===== config.mk =====
export PLATFORM = sky130hd
export DESIGN_NAME = seq_macro_core
export DESIGN_NICKNAME = d
export VERILOG_FILES = /design/src/rtl/seq_pkg.sv /design/src/rtl/seq_decode.sv /design/src/rtl/seq_regfile.sv /design/src/rtl/seq_branch.sv /design/src/rtl/seq_macro_core.sv
export SDC_FILE = /design/constraint.sdc
export NUM_CORES = 1
export LEC_CHECK = 0
export CAP_MARGIN = 30
export CORE_MARGIN = 3
export CORE_UTILIZATION = 50
export DETAILED_ROUTE_END_ITERATION = 8
export PLACE_DENSITY_LB_ADDON = 0.25
export SETUP_SLACK_MARGIN = 0.02
export SYNTH_ARGS = -nofsm -noshare
export SYNTH_HDL_FRONTEND = slang
export SYNTH_SLANG_ARGS = --single-unit

===== constraint.sdc =====
create_clock -name clk -period 7.4 [get_ports clk]
set_input_delay 1.48 -clock clk [delete_from_list [all_inputs] [get_ports clk]]
set_output_delay 1.48 -clock clk [all_outputs]
set_load 0.01 [all_outputs]

===== src/rtl/seq_pkg.sv =====
package seq_pkg;
  localparam int SEQ_DW    = 32;
  localparam int SEQ_NREG  = 8;
  localparam int SEQ_RAW   = $clog2(SEQ_NREG);
  localparam int SEQ_IMM_W = 18;

  typedef enum logic [2:0] {
    OP_EXT0   = 3'd0,
    OP_ADDI   = 3'd1,
    OP_EXT2   = 3'd2,
    OP_EXT3   = 3'd3,
    OP_RDI    = 3'd4,
    OP_EXT5   = 3'd5,
    OP_BAD    = 3'd6,
    OP_BRANCH = 3'd7
  } op_e;

  typedef enum logic [1:0] {
    ST_IDLE = 2'd0,
    ST_LOAD = 2'd1,
    ST_RUN  = 2'd2
  } seq_state_e;
endpackage


===== src/rtl/seq_decode.sv =====
module seq_decode
  import seq_pkg::*;
(
  input  logic [SEQ_DW-1:0]  word,
  output op_e                op,
  output logic               ex,
  output logic [2:0]         mode,
  output logic [SEQ_RAW-1:0] dest,
  output logic [SEQ_RAW-1:0] srca,
  output logic [SEQ_RAW-1:0] srcb,
  output logic [SEQ_DW-1:0]  imm_sx,
  output logic               is_branch,
  output logic               is_bad,
  output logic               is_ext
);
  localparam int IMM_LO = SEQ_DW - SEQ_IMM_W;

  always_comb begin
    op     = op_e'(word[2:0]);
    ex     = word[3];
    mode   = word[6:4];
    dest   = word[9:7];
    srca   = word[12:10];
    srcb   = word[15:13];
    imm_sx = {{IMM_LO{word[SEQ_DW-1]}}, word[SEQ_DW-1:IMM_LO]};
    is_branch = (op == OP_BRANCH);
    is_bad    = (op == OP_BAD);
    is_ext    = (op == OP_EXT0) || (op == OP_EXT2) ||
                (op == OP_EXT3) || (op == OP_EXT5);
  end
endmodule


===== src/rtl/seq_regfile.sv =====
module seq_regfile #(
  parameter int NREG = 8,
  parameter int DW   = 32,
  localparam int AW  = $clog2(NREG)
) (
  input  logic          clk,
  input  logic          rst_n,
  input  logic          clr,
  input  logic          we,
  input  logic [AW-1:0] waddr,
  input  logic [DW-1:0] wdata,
  input  logic [AW-1:0] raddr_a,
  input  logic [AW-1:0] raddr_b,
  output logic [DW-1:0] rdata_a,
  output logic [DW-1:0] rdata_b
);
  logic [DW-1:0] ent_q [NREG];
  logic          wr_en;

  assign wr_en = we && (waddr != '0);

  always_ff @(posedge clk or negedge rst_n) begin
    if (!rst_n) begin
      for (int i = 0; i < NREG; i++) ent_q[i] <= '0;
    end else if (clr) begin
      for (int i = 0; i < NREG; i++) ent_q[i] <= '0;
    end else if (wr_en) begin
      ent_q[waddr] <= wdata;
    end
  end

  assign rdata_a = ent_q[raddr_a];
  assign rdata_b = ent_q[raddr_b];
endmodule


===== src/rtl/seq_branch.sv =====
module seq_branch #(
  parameter int PC_W = 6
) (
  input  logic [PC_W-1:0] pc,
  input  logic [PC_W-1:0] offset,
  input  logic [31:0]     value,
  input  logic            on_nonzero,
  output logic            taken,
  output logic [PC_W-1:0] target
);
  logic is_zero;

  assign is_zero = (value == 32'd0);
  assign taken   = on_nonzero ? !is_zero : is_zero;
  assign target  = pc + offset;
endmodule


===== src/rtl/seq_macro_core.sv =====
module seq_macro_core
  import seq_pkg::*;
#(
  parameter int PC_W    = 6,
  parameter int SREG_AW = 6
) (
  input  logic               clk,
  input  logic               rst_n,
  input  logic               start,
  input  logic [PC_W-1:0]    start_pc,
  output logic               busy,
  output logic               done,
  output logic               err,
  output logic               ctx_clear,
  output logic [PC_W-1:0]    imem_addr,
  input  logic [31:0]        imem_data,
  input  logic [31:0]        arg_data,
  output logic               arg_pop,
  output logic [SREG_AW-1:0] sreg_addr,
  input  logic [31:0]        sreg_data,
  output logic [31:0]        op_a,
  output logic [31:0]        op_b,
  input  logic [31:0]        ext_result,
  output logic               res_valid,
  output logic [31:0]        res_data,
  output logic [2:0]         res_dest,
  output logic [2:0]         res_mode
);
  localparam logic [PC_W-1:0]    PC_STEP = PC_W'(1);
  localparam logic [SEQ_RAW-1:0] ARG_REG = SEQ_RAW'(1);

  seq_state_e st_q, st_n;
  logic [PC_W-1:0] pc_q, pc_n, tgt_q, tgt_n;
  logic slot_q, slot_n, exitp_q, exitp_n;
  logic done_q, done_n, err_q, err_n;

  op_e                op;
  logic               ex, is_branch, is_bad, is_ext;
  logic [2:0]         mode;
  logic [SEQ_RAW-1:0] dest, srca, srcb;
  logic [31:0]        imm_sx;

  logic               run, load, exec, fetch_mode;
  logic               br_taken;
  logic [PC_W-1:0]    br_target, pc_inc;
  logic [31:0]        result;
  logic               rf_we, rf_clr;
  logic [SEQ_RAW-1:0] rf_waddr;
  logic [31:0]        rf_wdata;

  seq_decode u_dec (
    .word(imem_data), .op(op), .ex(ex), .mode(mode), .dest(dest),
    .srca(srca), .srcb(srcb), .imm_sx(imm_sx), .is_branch(is_branch),
    .is_bad(is_bad), .is_ext(is_ext)
  );

  seq_regfile #(.NREG(SEQ_NREG), .DW(SEQ_DW)) u_rf (
    .clk(clk), .rst_n(rst_n), .clr(rf_clr), .we(rf_we), .waddr(rf_waddr),
    .wdata(rf_wdata), .raddr_a(srca), .raddr_b(srcb),
    .rdata_a(op_a), .rdata_b(op_b)
  );

  seq_branch #(.PC_W(PC_W)) u_br (
    .pc(pc_q), .offset(imm_sx[PC_W-1:0]), .value(op_a),
    .on_nonzero(mode[0]), .taken(br_taken), .target(br_target)
  );

  assign run        = (st_q == ST_RUN);
  assign load       = (st_q == ST_LOAD);
  assign exec       = run && !is_branch && !is_bad;
  assign fetch_mode = (mode == 3'd0);
  assign pc_inc     = pc_q + PC_STEP;

  // result selection for executed instructions
  always_comb begin
    if (op == OP_ADDI)     result = op_a + imm_sx;
    else if (op == OP_RDI) result = sreg_data;
    else if (is_ext)       result = ext_result;
    else                   result = '0;
  end

  // register file write port: preload in load, destination in run
  always_comb begin
    rf_clr   = (st_q == ST_IDLE) && start;
    rf_we    = 1'b0;
    rf_waddr = dest;
    rf_wdata = result;
    if (load) begin
      rf_we    = 1'b1;
      rf_waddr = ARG_REG;
      rf_wdata = arg_data;
    end else if (exec) begin
      rf_we    = 1'b1;
      rf_wdata = fetch_mode ? arg_data : result;
    end
  end

  // next-state logic
  always_comb begin
    st_n    = st_q;
    pc_n    = pc_q;
    tgt_n   = tgt_q;
    slot_n  = slot_q;
    exitp_n = exitp_q;
    err_n   = err_q;
    done_n  = 1'b0;
    unique case (st_q)
      ST_IDLE: begin
        if (start) begin
          st_n    = ST_LOAD;
          pc_n    = start_pc;
          slot_n  = 1'b0;
          exitp_n = 1'b0;
          err_n   = 1'b0;
        end
      end
      ST_LOAD: st_n = ST_RUN;
      ST_RUN: begin
        if (is_bad || (is_branch && slot_q)) begin
          err_n   = 1'b1;
          st_n    = ST_IDLE;
          slot_n  = 1'b0;
          exitp_n = 1'b0;
        end else if (is_branch && br_taken) begin
          if (mode[1]) begin
            pc_n = br_target;
          end else begin
            pc_n   = pc_inc;
            tgt_n  = br_target;
            slot_n = 1'b1;
          end
        end else if (slot_q) begin
          slot_n = 1'b0;
          if (exitp_q) begin
            exitp_n = 1'b0;
            done_n  = 1'b1;
            st_n    = ST_IDLE;
          end else begin
            pc_n = tgt_q;
          end
        end else if (ex) begin
          slot_n  = 1'b1;
          exitp_n = 1'b1;
          pc_n    = pc_inc;
        end else begin
          pc_n = pc_inc;
        end
      end
      default: st_n = ST_IDLE;
    endcase
  end

  // state registers
  always_ff @(posedge clk or negedge rst_n) begin
    if (!rst_n) begin
      st_q    <= ST_IDLE;
      pc_q    <= '0;
      tgt_q   <= '0;
      slot_q  <= 1'b0;
      exitp_q <= 1'b0;
      done_q  <= 1'b0;
      err_q   <= 1'b0;
    end else begin
      st_q    <= st_n;
      pc_q    <= pc_n;
      tgt_q   <= tgt_n;
      slot_q  <= slot_n;
      exitp_q <= exitp_n;
      done_q  <= done_n;
      err_q   <= err_n;
    end
  end

  assign busy      = (st_q != ST_IDLE);
  assign done      = done_q;
  assign err       = err_q;
  assign ctx_clear = load;
  assign imem_addr = pc_q;
  assign arg_pop   = load || (exec && fetch_mode);
  assign sreg_addr = op_a[SREG_AW-1:0] + imm_sx[SREG_AW-1:0];
  assign res_valid = exec;
  assign res_data  = result;
  assign res_dest  = dest;
  assign res_mode  = mode;
endmodule


==> results.tsv <==
stage	metric	value	unit
yosys	cell count after synthesis	1900	
worst_hold_path	worst min-delay path startpoint	u_rf.ent_q[243]	
routing	Routed Wire Length	68.3	mm
routing	via count	17100	
power_and_ir_drop	Design Power	5670	uW
routing	Detailed Routing Iterations Pass 1	6	
yosys	most used standard cell by instance count after synthesis	sky130_fd_sc_hd__dfrtp_1	
clocking	clock slew at the register clock pins of the worst setup and hold paths	0.06	ns
setup_path	kind of start point of the critical path	input pin	
sta	Final Cycle Share	97.1	%
outcome	status	finished, final reports clean	
setup_path	type of element capturing the critical path	primary output	
placement	GP Congestion	1.00	
clocking	latest clock arrival within the worst-skew pair	0.56	ns
clocking	Post-CTS Setup Bufs	0	
finish	non-filler cells, final	2567	
yosys	synth cell count leaders	sky130_fd_sc_hd__dfrtp_1 (274), sky130_fd_sc_hd__nand3_1 (201), sky130_fd_sc_hd__o21ai_0 (199)	
setup_path	worst setup path startpoint	imem_data[12]	
sta	relative max-transition margin	12.5	%
yosys	cell type with the highest aggregate area in the netlist	sky130_fd_sc_hd__dfrtp_1	
finish	Final nets	2253	
worst_hold_path	end point of the most critical hold path	u_rf.ent_q[243]	
placement	number of buffers added on ports	256	
routing	final routed DRC violation total	0	
power_and_ir_drop	Peak VDD IR	0.162	mV
sta	setup total negative slack	0	ns
die	effective utilization at floorplan	51.2	%
global_route	vias in the first global route	16900	
job	Max-cap violations	0	
setup_path	arrival time at the worst endpoint	5.70	ns
setup_path	worst-path fanout max	16	
clocking	number of CTS-inserted buffers	30	
clocking	number of buffers on the longest clock path	3	
yosys	dominant synthesized flop cell	sky130_fd_sc_hd__dfrtp_1	
sta	maximum clock frequency	0.139	GHz
clocking	TritonCTS clock tree	built	
finish	finished layout cell area	0.0224	sq mm
routing	number of DRC markers in iteration 0	2091	
yosys	top post-synthesis cells by area	sky130_fd_sc_hd__dfrtp_1 (37%), sky130_fd_sc_hd__mux4_2 (12%), sky130_fd_sc_hd__mux2i_1 (8.2%)	
finish	fraction of final layout cells with drive strength greater than 1	11.3	%
setup_path	data required time of the critical path	5.92	ns
yosys	number of enable-type register cells in the synthesized netlist	0	
sta	post-layout minimum cycle time	7.18	ns
placement	standard cell area after detailed placement	0.0213	sq mm
clocking	H-tree lvl count	1	
die	die outline width	198	microns
yosys	netlist area before placement	0.0183	sq mm
yosys	proportion of register bits with asynchronous set or reset after synthesis	100	%
die	DIE AREA	0.0390	sq mm
global_route	first-pass GRT wire length	103	mm
clocking	clk sinks	274	
sta	slew of the pin with the lowest slew margin	1.31	ns
global_route	largest net degree at the start of global routing	260	
routing	antenna-violating nets left	0	
yosys	count of different cell masters after synthesis	64	
sta	worst clock skew	0.0193	ns
die	Std-Cell Core Area	0.0358	sq mm
yosys	share of Yosys cell area claimed by the top area cell type	37.4	%
global_route	GRT Total Usage	34.3	%
setup_path	setup slack, reg-to-reg	2.85	ns
yosys	count of synthesis-stage warnings from yosys	0	
setup_path	critical path class	input pin to primary output	
placement	final HPWL from detailed placement	48.4	mm
finish	Area growth, synth to finish	21.9	%
clocking	buffer type at the clock tree root	sky130_fd_sc_hd__clkbuf_16	
placement	Placed Instances	2503	
die	top-level I/O count	257	
yosys	Post-Syn Nets	2076	
yosys	portion of the post-synthesis area used by sequential elements	37.4	%
routing	drt via density	6.68	
sta	RSZ-0062 raised after global routing	false	
setup_path	reg-to-reg critical path endpoint	u_rf.ent_q[208]	
power_and_ir_drop	static power due to leakage	0.0104	uW
setup_path	start of the worst register-to-register path	u_rf.ent_q[64]	
power_and_ir_drop	total power per unit cell area	253	mW/mm^2
setup_path	reg2reg path depth	14	
global_route	total gr overflow	0	
yosys	flops & latches, synth	274	
worst_hold_path	Hold Crit Class	flop to flop	
yosys	Post-Synthesis Mean Instance Area	9.66	sq um
finish	area of the multi-input gates	0.0107	sq mm
die	height of the chip	198	microns
die	count of standard-cell rows	69	
worst_hold_path	Hold Path Cell Cnt	1	
finish	area of all sequential standard cells	0.00686	sq mm
sta	number of hold-slack violations in the final timing report	0	
sta	final count of negative-setup-slack endpoints	0	
finish	fillers	2911	
routing	Routed WL per cell	26.6	microns
sta	worst hold slack	0.513	ns
sta	Max Slew Vio Count	0	
global_route	number of antenna violations at the first check in global routing	5	
[per-stage QoR]
stage,setup slack [ns],utilization (%)
after floorplan,0.909,-
after global placement,0.208,59.3
after detailed placement,0.187,59.4
after CTS,0.180,62.3
after global routing,0.0661,62.4
final,0.216,62.4
[registers in the layout (all words and copies together), names as in the netlist]
signal,cells
u_rf.ent_q,256
st_q,2
exitp_q,1
tgt_q,6
slot_q,1
imem_addr,6
err,1
done,1
[cells in the final DEF, fill, tap and decap left out, types with 14 or more instances in the layout]
| master | instances |
|---|---|
| sky130_fd_sc_hd__a221o_1 | 35 |
| sky130_fd_sc_hd__xnor2_1 | 21 |
| sky130_fd_sc_hd__nand4_1 | 18 |
| sky130_fd_sc_hd__clkdlybuf4s50_1 | 249 |
| sky130_fd_sc_hd__dfrtp_1 | 274 |
| sky130_fd_sc_hd__ha_1 | 37 |
| sky130_fd_sc_hd__a21oi_1 | 66 |
| sky130_fd_sc_hd__and3_1 | 51 |
| sky130_fd_sc_hd__and2_1 | 39 |
| sky130_fd_sc_hd__inv_1 | 59 |
| sky130_fd_sc_hd__xor2_1 | 14 |
| sky130_fd_sc_hd__buf_4 | 39 |
| sky130_fd_sc_hd__a21o_1 | 36 |
| sky130_fd_sc_hd__mux4_2 | 97 |
| sky130_fd_sc_hd__nor2_1 | 69 |
| sky130_fd_sc_hd__nand3_1 | 199 |
| sky130_fd_sc_hd__o31ai_1 | 23 |
| sky130_fd_sc_hd__mux2i_1 | 151 |
| sky130_fd_sc_hd__clkbuf_16 | 31 |
| sky130_fd_sc_hd__o21ai_0 | 198 |
| sky130_fd_sc_hd__nand2_1 | 174 |
| sky130_fd_sc_hd__a32oi_1 | 24 |
[where the power goes]
group	internal, uW	total (uW)	switching [uW]	leakage (uW)
Clock	945	1570	629	0.000506
Sequential	1710	1910	199	0.00376
Combinational	882	2180	1300	0.00609
Total	3540	5670	2130	0.0104
[repair_timing]
action / 4_1_cts / 5_1_grt
resized for setup: 0 / 6
hold buffers: 0 / 0
setup endpoints to repair: 0 / 6
[worst max-delay path by stage]
stage / slack (ns) / cells after the start / end
2_1_floorplan: 0.91 / 15 / res_data[26]
3_3_place_gp: 0.21 / 15 / res_data[30]
3_5_place_dp: 0.19 / 15 / res_data[30]
4_1_cts: 0.18 / 15 / res_data[30]
5_1_grt: 0.07 / 14 / res_data[26]
6_report: 0.22 / 15 / res_data[26]
[cell type report]
type                       count  area share, %
tap                          461           2.58
clock inverter                16          0.867
timing repair buffer         303           13.4
clock buffer                  40           3.80
inverter                      62           1.04
multi-input combinational   1406           47.6
antenna                        5         0.0559
sequential                   274           30.7
[metal layers]
layer	vias up	routed length (microns)	part of all wire (%)	track usage, %
li1	7428	-	-	-
met1	8395	26200	38	46.0
met2	1108	30500	45	53.2
met3	203	8090	12	8.46
met4	2	3480	5.1	15.7
met5	-	13	0.019	0
[worst max-delay path: stages]
cell,delay (ns)
sky130_fd_sc_hd__buf_6,0.19
sky130_fd_sc_hd__buf_12,0.20
sky130_fd_sc_hd__mux2i_1,0.21
sky130_fd_sc_hd__mux4_2,0.35
sky130_fd_sc_hd__inv_1,0.10
sky130_fd_sc_hd__ha_1,0.39
sky130_fd_sc_hd__nand2_1,0.13
sky130_fd_sc_hd__or4_1,0.58
sky130_fd_sc_hd__nand4_1,0.15
sky130_fd_sc_hd__or4b_1,0.46
sky130_fd_sc_hd__nand2_1,0.17
sky130_fd_sc_hd__a21boi_0,0.13
sky130_fd_sc_hd__xnor2_1,0.15
sky130_fd_sc_hd__a221o_2,0.47
sky130_fd_sc_hd__clkdlybuf4s50_1,0.52
[cell families (layout without fill, tap and decap cells)]
family                     count (synthesis)  in the layout  synth area share, %
AOI/OAI and AO/OA                        475            475                 16.5
xor gates and xnor gates                  35             35                 1.67
adders and majority gates                 39             39                 2.74
buffers and inverters                    220            421                 4.94
DFF                                      274            274                 37.4
muxes                                    263            263                 21.2
other                                      0              5                    0
and+or+nand+nor                          594            594                 15.5
No activity file was read; power rests on OpenSTA's default activity.
